**src/rtl/i2c_hold_pkg.sv**
```systemverilog
package i2c_hold_pkg;
  typedef enum logic [2:0] {
    EN_IDLE, EN_HOLD, EN_START, EN_RSTART, EN_BYTE, EN_STOP
  } eng_state_t;

  localparam int CB_AA  = 2;
  localparam int CB_SI  = 3;
  localparam int CB_STO = 4;
  localparam int CB_STA = 5;

  localparam logic [1:0] RA_SET  = 2'd0;
  localparam logic [1:0] RA_STAT = 2'd1;
  localparam logic [1:0] RA_DATA = 2'd2;
  localparam logic [1:0] RA_CLR  = 2'd3;

  localparam logic [7:0] SC_START  = 8'h08;
  localparam logic [7:0] SC_RSTART = 8'h10;
  localparam logic [7:0] SC_AW_ACK = 8'h18;
  localparam logic [7:0] SC_AW_NAK = 8'h20;
  localparam logic [7:0] SC_TX_ACK = 8'h28;
  localparam logic [7:0] SC_TX_NAK = 8'h30;
  localparam logic [7:0] SC_AR_ACK = 8'h40;
  localparam logic [7:0] SC_AR_NAK = 8'h48;
  localparam logic [7:0] SC_RX_ACK = 8'h50;
  localparam logic [7:0] SC_RX_NAK = 8'h58;
  localparam logic [7:0] SC_IDLE   = 8'hF8;
endpackage

```
**src/rtl/i2c_hold_tick.sv**
```systemverilog
module i2c_hold_tick #(
  parameter int DIV_W = 8
) (
  input  logic             clk,
  input  logic             rst_n,
  input  logic [DIV_W-1:0] quarter,
  output logic             tick
);
  logic [DIV_W-1:0] cnt_q;

  assign tick = (cnt_q >= quarter);

  always_ff @(posedge clk or negedge rst_n) begin
    if (!rst_n)    cnt_q <= '0;
    else if (tick) cnt_q <= '0;
    else           cnt_q <= cnt_q + 1'b1;
  end
endmodule

```
**src/rtl/i2c_hold_regs.sv**
```systemverilog
module i2c_hold_regs
  import i2c_hold_pkg::*;
#(
  parameter int DW = 8
) (
  input  logic          clk,
  input  logic          rst_n,
  input  logic          we,
  input  logic [1:0]    addr,
  input  logic [DW-1:0] wdata,
  output logic [DW-1:0] rdata,
  input  logic          ev_valid,
  input  logic [7:0]    ev_code,
  input  logic          rx_load,
  input  logic [DW-1:0] rx_data,
  input  logic          sto_done,
  output logic          sta,
  output logic          sto,
  output logic          si,
  output logic          aa,
  output logic [DW-1:0] dat
);
  logic [7:0] stat_q;
  logic       set_w, clr_w;

  assign set_w = we && (addr == RA_SET);
  assign clr_w = we && (addr == RA_CLR);

  always_ff @(posedge clk or negedge rst_n) begin
    if (!rst_n) begin
      sta <= 1'b0; sto <= 1'b0; si <= 1'b0; aa <= 1'b0;
      dat <= '0;   stat_q <= SC_IDLE;
    end else begin
      if (set_w && wdata[CB_STA])      sta <= 1'b1;
      else if (clr_w && wdata[CB_STA]) sta <= 1'b0;
      if (sto_done)                    sto <= 1'b0;
      else if (set_w && wdata[CB_STO]) sto <= 1'b1;
      else if (clr_w && wdata[CB_STO]) sto <= 1'b0;
      if (ev_valid)                    si <= 1'b1;
      else if (clr_w && wdata[CB_SI])  si <= 1'b0;
      if (set_w && wdata[CB_AA])       aa <= 1'b1;
      else if (clr_w && wdata[CB_AA])  aa <= 1'b0;
      if (rx_load)                          dat <= rx_data;
      else if (we && (addr == RA_DATA))     dat <= wdata;
      if (ev_valid)      stat_q <= ev_code;
      else if (sto_done) stat_q <= SC_IDLE;
    end
  end

  always_comb begin
    rdata = '0;
    case (addr)
      RA_SET: begin
        rdata[CB_STA] = sta;
        rdata[CB_STO] = sto;
        rdata[CB_SI]  = si;
        rdata[CB_AA]  = aa;
      end
      RA_STAT: rdata = stat_q;
      RA_DATA: rdata = dat;
      default: rdata = '0;
    endcase
  end
endmodule

```
**src/rtl/i2c_hold_engine.sv**
```systemverilog
module i2c_hold_engine
  import i2c_hold_pkg::*;
(
  input  logic       clk,
  input  logic       rst_n,
  input  logic       tick,
  input  logic       sta,
  input  logic       sto,
  input  logic       si,
  input  logic       aa,
  input  logic [7:0] dat,
  input  logic       sda_in,
  output logic       scl_lo,
  output logic       sda_lo,
  output logic       ev_valid,
  output logic [7:0] ev_code,
  output logic       rx_load,
  output logic [7:0] rx_data,
  output logic       sto_done
);
  eng_state_t state_q;
  logic [1:0] ph_q;
  logic [3:0] bitn_q;
  logic [7:0] shift_q;
  logic       ack_q, aa_q, rw_q, addr_q, rxm_q;
  logic       rx_data_bits, ack_bit;

  assign rx_data_bits = rxm_q && !addr_q;
  assign ack_bit      = (bitn_q == 4'd8);
  assign rx_data      = shift_q;

  always_comb begin
    ev_valid = 1'b0;
    ev_code  = SC_IDLE;
    case (state_q)
      EN_START: begin
        ev_valid = tick && (ph_q == 2'd1);
        ev_code  = SC_START;
      end
      EN_RSTART: begin
        ev_valid = tick && (ph_q == 2'd3);
        ev_code  = SC_RSTART;
      end
      EN_BYTE: begin
        ev_valid = tick && (ph_q == 2'd3) && ack_bit;
        if (addr_q)            ev_code = rw_q ? (ack_q ? SC_AR_ACK : SC_AR_NAK)
                                              : (ack_q ? SC_AW_ACK : SC_AW_NAK);
        else if (rxm_q)        ev_code = aa_q ? SC_RX_ACK : SC_RX_NAK;
        else                   ev_code = ack_q ? SC_TX_ACK : SC_TX_NAK;
      end
      default: ;
    endcase
  end

  assign rx_load  = ev_valid && (state_q == EN_BYTE) && rx_data_bits;
  assign sto_done = ((state_q == EN_STOP) && tick && (ph_q == 2'd2)) ||
                    ((state_q == EN_IDLE) && sto && !sta);

  always_ff @(posedge clk or negedge rst_n) begin
    if (!rst_n) begin
      state_q <= EN_IDLE; ph_q <= '0; bitn_q <= '0; shift_q <= '0;
      ack_q <= 1'b0; aa_q <= 1'b0; rw_q <= 1'b0; addr_q <= 1'b0; rxm_q <= 1'b0;
      scl_lo <= 1'b0; sda_lo <= 1'b0;
    end else begin
      case (state_q)
        EN_IDLE: if (sta) begin state_q <= EN_START; ph_q <= '0; end
        EN_HOLD: if (!si) begin
          ph_q <= '0;
          if (sta)      state_q <= EN_RSTART;
          else if (sto) state_q <= EN_STOP;
          else begin
            state_q <= EN_BYTE;
            bitn_q  <= '0;
            shift_q <= dat;
            aa_q    <= aa;
            if (addr_q) rw_q <= dat[0];
          end
        end
        EN_START: if (tick) begin
          ph_q <= ph_q + 2'd1;
          if (ph_q == 2'd0) sda_lo <= 1'b1;
          else begin scl_lo <= 1'b1; state_q <= EN_HOLD; addr_q <= 1'b1; end
        end
        EN_RSTART: if (tick) begin
          ph_q <= ph_q + 2'd1;
          case (ph_q)
            2'd0:    sda_lo <= 1'b0;
            2'd1:    scl_lo <= 1'b0;
            2'd2:    sda_lo <= 1'b1;
            default: begin scl_lo <= 1'b1; state_q <= EN_HOLD; addr_q <= 1'b1; end
          endcase
        end
        EN_STOP: if (tick) begin
          ph_q <= ph_q + 2'd1;
          case (ph_q)
            2'd0:    sda_lo <= 1'b1;
            2'd1:    scl_lo <= 1'b0;
            default: begin
              sda_lo <= 1'b0; state_q <= EN_IDLE; rxm_q <= 1'b0; addr_q <= 1'b0;
            end
          endcase
        end
        EN_BYTE: if (tick) begin
          ph_q <= ph_q + 2'd1;
          case (ph_q)
            2'd0: sda_lo <= ack_bit ? (rx_data_bits && aa_q)
                                    : (!rx_data_bits && !shift_q[7]);
            2'd1: scl_lo <= 1'b0;
            2'd2: if (ack_bit) ack_q <= !sda_in;
                  else         shift_q <= {shift_q[6:0], sda_in};
            default: begin
              scl_lo <= 1'b1;
              if (ack_bit) begin
                state_q <= EN_HOLD;
                if (addr_q) begin rxm_q <= rw_q; addr_q <= 1'b0; end
              end else bitn_q <= bitn_q + 4'd1;
            end
          endcase
        end
        default: state_q <= EN_IDLE;
      endcase
    end
  end
endmodule

```
**src/rtl/i2c_hold_master.sv**
```systemverilog
module i2c_hold_master #(
  parameter int DIV_W = 8
) (
  input  logic             clk,
  input  logic             rst_n,
  input  logic [DIV_W-1:0] scl_quarter,
  input  logic             reg_we,
  input  logic [1:0]       reg_addr,
  input  logic [7:0]       reg_wdata,
  output logic [7:0]       reg_rdata,
  input  logic             sda_in,
  output logic             scl_oe,
  output logic             sda_oe,
  output logic             irq
);
  logic       tick, sta, sto, si, aa, ev_valid, rx_load, sto_done;
  logic [7:0] dat, ev_code, rx_data;

  i2c_hold_tick #(.DIV_W(DIV_W)) tick_i (
    .clk(clk), .rst_n(rst_n), .quarter(scl_quarter), .tick(tick)
  );

  i2c_hold_regs #(.DW(8)) regs_i (
    .clk(clk), .rst_n(rst_n), .we(reg_we), .addr(reg_addr), .wdata(reg_wdata),
    .rdata(reg_rdata), .ev_valid(ev_valid), .ev_code(ev_code), .rx_load(rx_load),
    .rx_data(rx_data), .sto_done(sto_done), .sta(sta), .sto(sto), .si(si),
    .aa(aa), .dat(dat)
  );

  i2c_hold_engine engine_i (
    .clk(clk), .rst_n(rst_n), .tick(tick), .sta(sta), .sto(sto), .si(si),
    .aa(aa), .dat(dat), .sda_in(sda_in), .scl_lo(scl_oe), .sda_lo(sda_oe),
    .ev_valid(ev_valid), .ev_code(ev_code), .rx_load(rx_load),
    .rx_data(rx_data), .sto_done(sto_done)
  );

  assign irq = si;
endmodule

```
**config.mk**
```make
export PLATFORM = sky130hd
export DESIGN_NAME = i2c_hold_master
export DESIGN_NICKNAME = d
export VERILOG_FILES = /design/src/rtl/i2c_hold_pkg.sv /design/src/rtl/i2c_hold_tick.sv /design/src/rtl/i2c_hold_regs.sv /design/src/rtl/i2c_hold_engine.sv /design/src/rtl/i2c_hold_master.sv
export SDC_FILE = /design/constraint.sdc
export NUM_CORES = 1
export LEC_CHECK = 0
export ABC_AREA = 0
export CAP_MARGIN = 5
export CORE_MARGIN = 3
export CORE_UTILIZATION = 50
export CTS_BUF_LIST = sky130_fd_sc_hd__clkbuf_2 sky130_fd_sc_hd__clkbuf_4 sky130_fd_sc_hd__clkbuf_8
export DETAILED_ROUTE_END_ITERATION = 10
export GPL_TIMING_DRIVEN = 0
export PLACE_DENSITY = 0.76
export SLEW_MARGIN = 0
export SYNTH_ARGS = -nofsm -noshare
export SYNTH_HDL_FRONTEND = slang
export SYNTH_SLANG_ARGS = --single-unit
```
**constraint.sdc**
```tcl
create_clock -name clk -period 1.95 [get_ports clk]
set_input_delay 0.39 -clock clk [delete_from_list [all_inputs] [get_ports clk]]
set_output_delay 0.39 -clock clk [all_outputs]
set_load 0.05 [all_outputs]
```
### Word level (Yosys, flattened, before mapping)

Cells that the tools add are included.

* add/subtract/negate cells: 3
* magnitude comparators: 1
* eq/ne operators: 36
* multiplexer cells: 88
* bitwise gates (word level): 3
* reductions and logical operators: 58

Operator list (number)
* $mux 8: 14
* $mux 3: 12
* $mux 1: 33
* $mux 4: 8
* $reduce_and 7->1: 4
* $ne 2x2->1 const B: 13
* $pmux 8 s3: 1
* $logic_and 1x1->1: 22
* $ne 2x1->1 const B: 10
* $pmux 3 s6: 1
* $pmux 8 s2: 1
* $reduce_bool 2->1: 7
* $pmux 4 s3: 1
* $reduce_and 4->1: 3
* $reduce_and 11->1: 1
* $reduce_and 10->1: 1
* $reduce_and 9->1: 1
* $reduce_bool 3->1: 3
* $add 8x1->8 const B: 1
* $eq 2x2->1 const B: 4
* $ge 8x8->1: 1
* $pmux 1 s2: 4
* $pmux 1 s4: 2
* $pmux 2 s2: 2
* other kinds (24): 39

* bits in registers: 52
* input bits: 22
* logic and storage cells: 207

### Longest topological paths before layout

Gate-level depths: netlist of run 1.

* depth after elaboration: 8
* mapped depth: 8
* mapped depth without buffers: 7

### Modules after synthesis

Synthesis of run 1 repeated with hierarchy kept, for this count alone.

* cells, all modules: 359
* area total of the unflattened synthesis: 3477.1 µm²

By module, submodules not included
* i2c_hold_engine: instances 1, cells each 187, area each 1784.2 µm², seq. area each 600.6 µm²
* i2c_hold_regs: instances 1, cells each 118, area each 1137.3 µm², seq. area each 506.7 µm²
* i2c_hold_tick: instances 1, cells each 54, area each 555.5 µm², seq. area each 200.2 µm²

### Least setup slack after synthesis of run 1

Ideal clock, no wire load.

* kind: register to register
* start point: register engine_i.ph_q[0]
* end point: register engine_i.state_q[0]
* library setup time: 0.127 ns
* arrival time: 2.014 ns
* required time: 1.823 ns
* path slack: -0.191 ns
* stages on the path, launching flop included: 8
* path buffers: 0
* clock period less this slack: 2.141 ns
* path through: dfrtp_1 > inv_1 > ha_1 > nor3b_1 > nor3_1 > or4_1 > a21oi_2 > mux2_1

* cells in the longest elaborated chain, start to end: 4
* elaborated cells between the ends (all ways): 10
* classes of those cells: eq/ne: 6; reduce/logical: 4

Ends and longest elaborated chain
* start: declaration: RTL line i2c_hold_engine.sv:22 `logic [1:0] ph_q;`
* start signal: assignment: RTL line i2c_hold_engine.sv:80 `ph_q <= ph_q + 2'd1;`
* start signal: assignment: RTL line i2c_hold_engine.sv:85 `ph_q <= ph_q + 2'd1;`
* start signal: assignment: RTL line i2c_hold_engine.sv:94 `ph_q <= ph_q + 2'd1;`
* $eq 2x2->1, or another cell as far along: RTL line i2c_hold_engine.sv:86, i2c_hold_engine.sv:105
* $reduce_or 3->1 (no line) / $reduce_or 2->1 (equally long branches)
* $ne 2x2->1 (no line)
* $reduce_and 11->1 (no line) *
* end signal: assignment: RTL line i2c_hold_engine.sv:82 `else begin scl_lo <= 1'b1; state_q <= EN_HOLD; addr_q <= 1'b1; end`
* end signal: assignment: RTL line i2c_hold_engine.sv:90 `default: begin scl_lo <= 1'b1; state_q <= EN_HOLD; addr_q <= 1'b1; end`
* end signal: assignment: RTL line i2c_hold_engine.sv:114 `state_q <= EN_HOLD;`
* end: declaration: RTL line i2c_hold_engine.sv:21 `eng_state_t state_q;`

Mark *: on every way between the ends. The rest lies on a longest branch, timed or not.
A chain may end at the register's enable or synchronous reset.

### Worst setup path in the final report of run 1

* start point: input scl_quarter[0]
* end point: register regs_i.dat[2]

* cells in the longest elaborated chain, start to end: 7
* elaborated cells between the ends (all ways): 9
* classes of those cells: order compare: 1; mux: 2; reduce/logical: 6

Ends and longest elaborated chain
* start: declaration: RTL line i2c_hold_master.sv:6 `input logic [DIV_W-1:0] scl_quarter,`
* $ge 8x8->1 *: RTL line i2c_hold_tick.sv:11 `assign tick = (cnt_q >= quarter);`
* $logic_and 1x1->1: RTL line i2c_hold_engine.sv:41, i2c_hold_engine.sv:45
* $logic_and 1x1->1: RTL line i2c_hold_engine.sv:45 `ev_valid = tick && (ph_q == 2'd3) && ack_bit;`
* $pmux 1 s3 *: RTL line i2c_hold_engine.sv:35 `case (state_q)`
* $logic_and 1x1->1 * (2 in series): RTL line i2c_hold_engine.sv:55 `assign rx_load = ev_valid && (state_q == EN_BYTE) && rx_data_bits;`
* $mux 8 / $reduce_bool 2->1 (equally long branches)
* end signal: assignment: RTL line i2c_hold_regs.sv:43 `if (rx_load) dat <= rx_data;`
* end signal: assignment: RTL line i2c_hold_regs.sv:44 `else if (we && (addr == RA_DATA)) dat <= wdata;`
* end: declaration: RTL line i2c_hold_regs.sv:21 `output logic [DW-1:0] dat`

Marks and branches as above.

==> impl_metrics.json, run 1 <==
{
  "cts_num_sinks": 49,
  "tritoncts": "built",
  "power_leakage_nw": 1.94,
  "maximum_number_of_pins_on_one_net_before_global_route_repair": 31,
  "max_slew_headroom_at_the_worst_pin": 0.628,
  "yosysWarningCount": 0,
  "clk_pin_slew_worst_paths_ps": 90,
  "route.detailed.wl_per_inst_um": 20.4,
  "grt_pass1_wl_um": 15200,
  "timing.hold.ws_ps": 22.0,
  "finalWeightedCongestion": 0.923,
  "rsz0062_at_grt": "true",
  "grt_overall_usage": 0.261,
  "drt_pre_antenna_iters": 5,
  "cts_root_buf": "sky130_fd_sc_hd__clkbuf_8",
  "max_cap_violations": 0,
  "area.sequential_um2": 1240,
  "final_util": 0.757,
  "worstSetupEndpointType": "flop",
  "design.core.area_um2": 6060,
  "ant_nets": 0,
  "run_status": "complete, but fails checks",
  "finalHoldViolations": 0,
  "via_count": 3154,
  "worst_path_class_setup": "in2reg",
  "rows": 28,
  "multiInputGateArea_um2": 2290,
  "totalWireLength_um": 10100,
  "cts-htree-levels": 2,
  "synth_cell_type_count": 59,
  "tritoncts.num_buffers": 5,
  "finalCritPeriodShare": 1.08,
  "nFillCells": 381,
  "path_max_fanout": 8,
  "max_freq_mhz": 474,
  "synth-seq-cells": 49,
  "avgViaCountPerCell": 6.35,
  "synth_edf_count": 0,
  "startpoint_type": "input port",
  "setup_ws_ps": -159,
  "initial_standard_cell_utilization_of_the_core": 0.530,
  "final_period_demand_of_the_worst_path_ps": 2110,
  "finish.instance_area_um2": 4590,
  "first_global_vias": 3039,
  "power_density_nw_per_um2": 1020,
  "worstSkewPairLatency_ps": 320,
  "residual_drc_count": 0,
  "overflow_after_grt": 0,
  "timing.critical_path.arrival_ps": 2310,
  "worst_clock_skew_ps": 14.7,
  "nets": 470,
  "ir_drop_uv": 880,
  "failing_checks": "setup timing",
  "ys.flop_type": "sky130_fd_sc_hd__dfrtp_1",
  "dieHeight_um": 86.1,
  "final-max-slew-violation-count": 0,
  "io_port_bufs": 31,
  "die-area_um2": 7420,
  "power.total_mw": 4.70,
  "dpl.hpwl_um": 5720,
  "asyncSetResetFlopFracSynth": 1.00,
  "dpl_cell_area_um2": 3680,
  "pin_count": 33,
  "grt_antenna_before_repair": 0,
  "detail_route.iter0.violations": 255,
  "ratio_of_cells_with_drive_above_1_in_the_final_layout": 0.431,
  "diodes": 0,
  "setup_violations": 31,
  "clock_path_buffers": 2,
  "area_growth_syn_to_layout_pct": 43.0,
  "synth.cell_area_um2": 3210,
  "die_x_um": 86.1,
  "post_synth.cell_area_avg_um2": 9.47,
  "syn-instance-count": 339,
  "net_count_after_synthesis": 387,
  "tightest_slew_ps": 559,
  "kind_of_path_behind_the_tightest_hold_check": "in2async",
  "synth-seq-area-share": 0.384,
  "timing.critical_path.required_ps": 2150
}
through the flow:
stage | TNS, ps | setup WS, ps | instances
detailed placement | -39290 | -1100 | 446
CTS | -536 | -50.5 | 484
finish | -2270 | -159 | 497
global route | -4350 | -229 | 497
floorplan | -663 | -77.4 | 339
global placement | -79940 | -1060 | 445
critical path, cell delays in order:
cell and delay [ps]:
sky130_fd_sc_hd__clkdlybuf4s50_1 430, sky130_fd_sc_hd__ha_1 320, sky130_fd_sc_hd__nor2b_2 160, sky130_fd_sc_hd__o21ai_4 110, sky130_fd_sc_hd__a21oi_4 380, sky130_fd_sc_hd__nor2_4 70
sky130_fd_sc_hd__buf_12 160, sky130_fd_sc_hd__mux2_4 290
synth_stat cells, drive strengths merged (3+ instances only):
cell / n / area (µm²)
a211oi: 4 / 30.0
a21oi: 21 / 113
a222oi: 3 / 30.0
a22oi: 3 / 22.5
a31oi: 4 / 25.0
a32o: 4 / 40.0
and2: 3 / 18.8
and3: 3 / 18.8
buf: 6 / 37.5
clkbuf: 8 / 30.0
dfrtp: 44 / 1100
dfstp: 5 / 131
ha: 26 / 325
inv: 22 / 82.6
mux2: 22 / 248
nand2: 18 / 67.6
nand3: 17 / 85.1
nor2: 44 / 170
nor2b: 6 / 37.5
nor3: 5 / 30.0
nor3b: 3 / 27.5
o21a: 4 / 30.0
o21ai: 13 / 65.1
o22a: 12 / 105
o31ai: 3 / 22.5
or2: 3 / 18.8
or3: 3 / 18.8
xor2: 5 / 43.8
layout by cell type, fill, tap and decap left out, types with 3 or more instances in the layout:
master,count
sky130_fd_sc_hd__dfrtp_1,38
sky130_fd_sc_hd__nand3_2,3
sky130_fd_sc_hd__ha_4,11
sky130_fd_sc_hd__nand2_2,3
sky130_fd_sc_hd__clkbuf_1,3
sky130_fd_sc_hd__ha_1,13
sky130_fd_sc_hd__clkbuf_8,5
sky130_fd_sc_hd__clkdlybuf4s50_1,12
sky130_fd_sc_hd__a32o_1,3
sky130_fd_sc_hd__nor2_4,3
sky130_fd_sc_hd__dlygate4sd2_1,8
sky130_fd_sc_hd__mux2_2,17
sky130_fd_sc_hd__o21a_1,4
sky130_fd_sc_hd__o21ai_0,8
sky130_fd_sc_hd__nor2b_2,5
sky130_fd_sc_hd__or3_1,3
sky130_fd_sc_hd__buf_4,39
sky130_fd_sc_hd__a22oi_1,3
sky130_fd_sc_hd__and3_1,3
sky130_fd_sc_hd__nor2_1,36
sky130_fd_sc_hd__o22a_1,12
sky130_fd_sc_hd__nor2_2,5
sky130_fd_sc_hd__a222oi_1,3
sky130_fd_sc_hd__a21oi_1,16
sky130_fd_sc_hd__dfstp_2,5
sky130_fd_sc_hd__mux2_4,5
sky130_fd_sc_hd__nand3_1,14
sky130_fd_sc_hd__and2_1,3
sky130_fd_sc_hd__inv_2,9
sky130_fd_sc_hd__a31oi_1,3
sky130_fd_sc_hd__nand2_1,13
sky130_fd_sc_hd__inv_1,13
sky130_fd_sc_hd__a21oi_4,3
sky130_fd_sc_hd__buf_2,5
sky130_fd_sc_hd__xor2_1,5
sky130_fd_sc_hd__dfrtp_2,6
sky130_fd_sc_hd__clkdlybuf4s15_2,4
sky130_fd_sc_hd__buf_6,13
final cells by class:
type / count / share of cell area
well taps: 75 / 0.0205
multi-input cells: 254 / 0.499
clock inverters: 1 / 0.00109
flip-flops and latches: 49 / 0.270
plain buffers: 12 / 0.0232
inverters: 22 / 0.0180
clock buffers: 6 / 0.0166
repair buffers: 78 / 0.151
metal layers:
metal | GRT usage | vias to the layer above | part of all wire
li1 | - | 1397 | -
met3 | 0.0480 | 33 | 0.067
met2 | 0.435 | 169 | 0.49
met1 | 0.345 | 1555 | 0.41
met4 | 0.0748 | 0 | 0.030
met5 | 0 | - | 0
final timing paths:
check	start	end	slack, ps	cells after the start
setup / recovery	scl_quarter[0]	regs_i.dat[2]	-160	8
setup reg to reg	tick_i.cnt_q[2]	regs_i.dat[2]	-140	7
hold reg to reg	engine_i.sda_lo	engine_i.sda_lo	530	1
min in group clk	reg_we	regs_i.si	520	4
hold / removal	rst_n	engine_i.sda_lo	20	1
max in group asynchronous	rst_n	regs_i.stat_q[7]	1320	2
logic make-up after synthesis:
group,after synthesis,share of synthesized area
compound gates,84,0.192
xor+xnor,6,0.0164
fa+ha+maj,26,0.101
buf+inv,36,0.0468
flops,49,0.384
mux,24,0.0834
simple gates,114,0.176
where the power goes:
group          internal, mW  switching (mW)  total (mW)
logic                  1.24            1.27        2.51
registers              1.29           0.269        1.56
clock network         0.259           0.365       0.625
total                  2.79            1.90        4.70
state kept, by name, indices dropped and copies added, names as in the netlist, 2 cells and up:
signal and count:
engine_i.rx_data 8, regs_i.dat 8, tick_i.cnt_q 8, regs_i.stat_q 5
engine_i.bitn_q 4, engine_i.state_q 3, engine_i.ph_q 2
what timing repair did:
action	in CTS	in global routing
cloned	1	0
hold buffers	0	0
gates resized for setup	131	35
pin swaps	37	16
setup endpoints to repair	55	41
buffers inserted	32	14
(Power assumes the default switching activity.)
==> inputs of run 2 (changes only) <==
--- a/config.mk
+++ b/config.mk
@@ -11,6 +11,7 @@
 export CORE_UTILIZATION = 50
 export CTS_BUF_LIST = sky130_fd_sc_hd__clkbuf_2 sky130_fd_sc_hd__clkbuf_4 sky130_fd_sc_hd__clkbuf_8
 export DETAILED_ROUTE_END_ITERATION = 10
+export GPL_ROUTABILITY_DRIVEN = 0
 export GPL_TIMING_DRIVEN = 0
 export PLACE_DENSITY = 0.76
 export SLEW_MARGIN = 0
==> results of run 2 <==
No change in the layout: final DEF, timing and power equal those of run 1.
==> inputs of run 3 (changes only) <==
--- a/config.mk
+++ b/config.mk
@@ -6,10 +6,12 @@
 export NUM_CORES = 1
 export LEC_CHECK = 0
 export ABC_AREA = 0
+export ABC_CLOCK_PERIOD_IN_PS = 1950
 export CAP_MARGIN = 5
 export CORE_MARGIN = 3
 export CORE_UTILIZATION = 50
 export CTS_BUF_LIST = sky130_fd_sc_hd__clkbuf_2 sky130_fd_sc_hd__clkbuf_4 sky130_fd_sc_hd__clkbuf_8
+export CTS_CLUSTER_SIZE = 24
 export DETAILED_ROUTE_END_ITERATION = 10
 export GPL_ROUTABILITY_DRIVEN = 0
 export GPL_TIMING_DRIVEN = 0
==> results of run 3 <==
No change in the layout: final DEF, timing and power equal those of run 1.
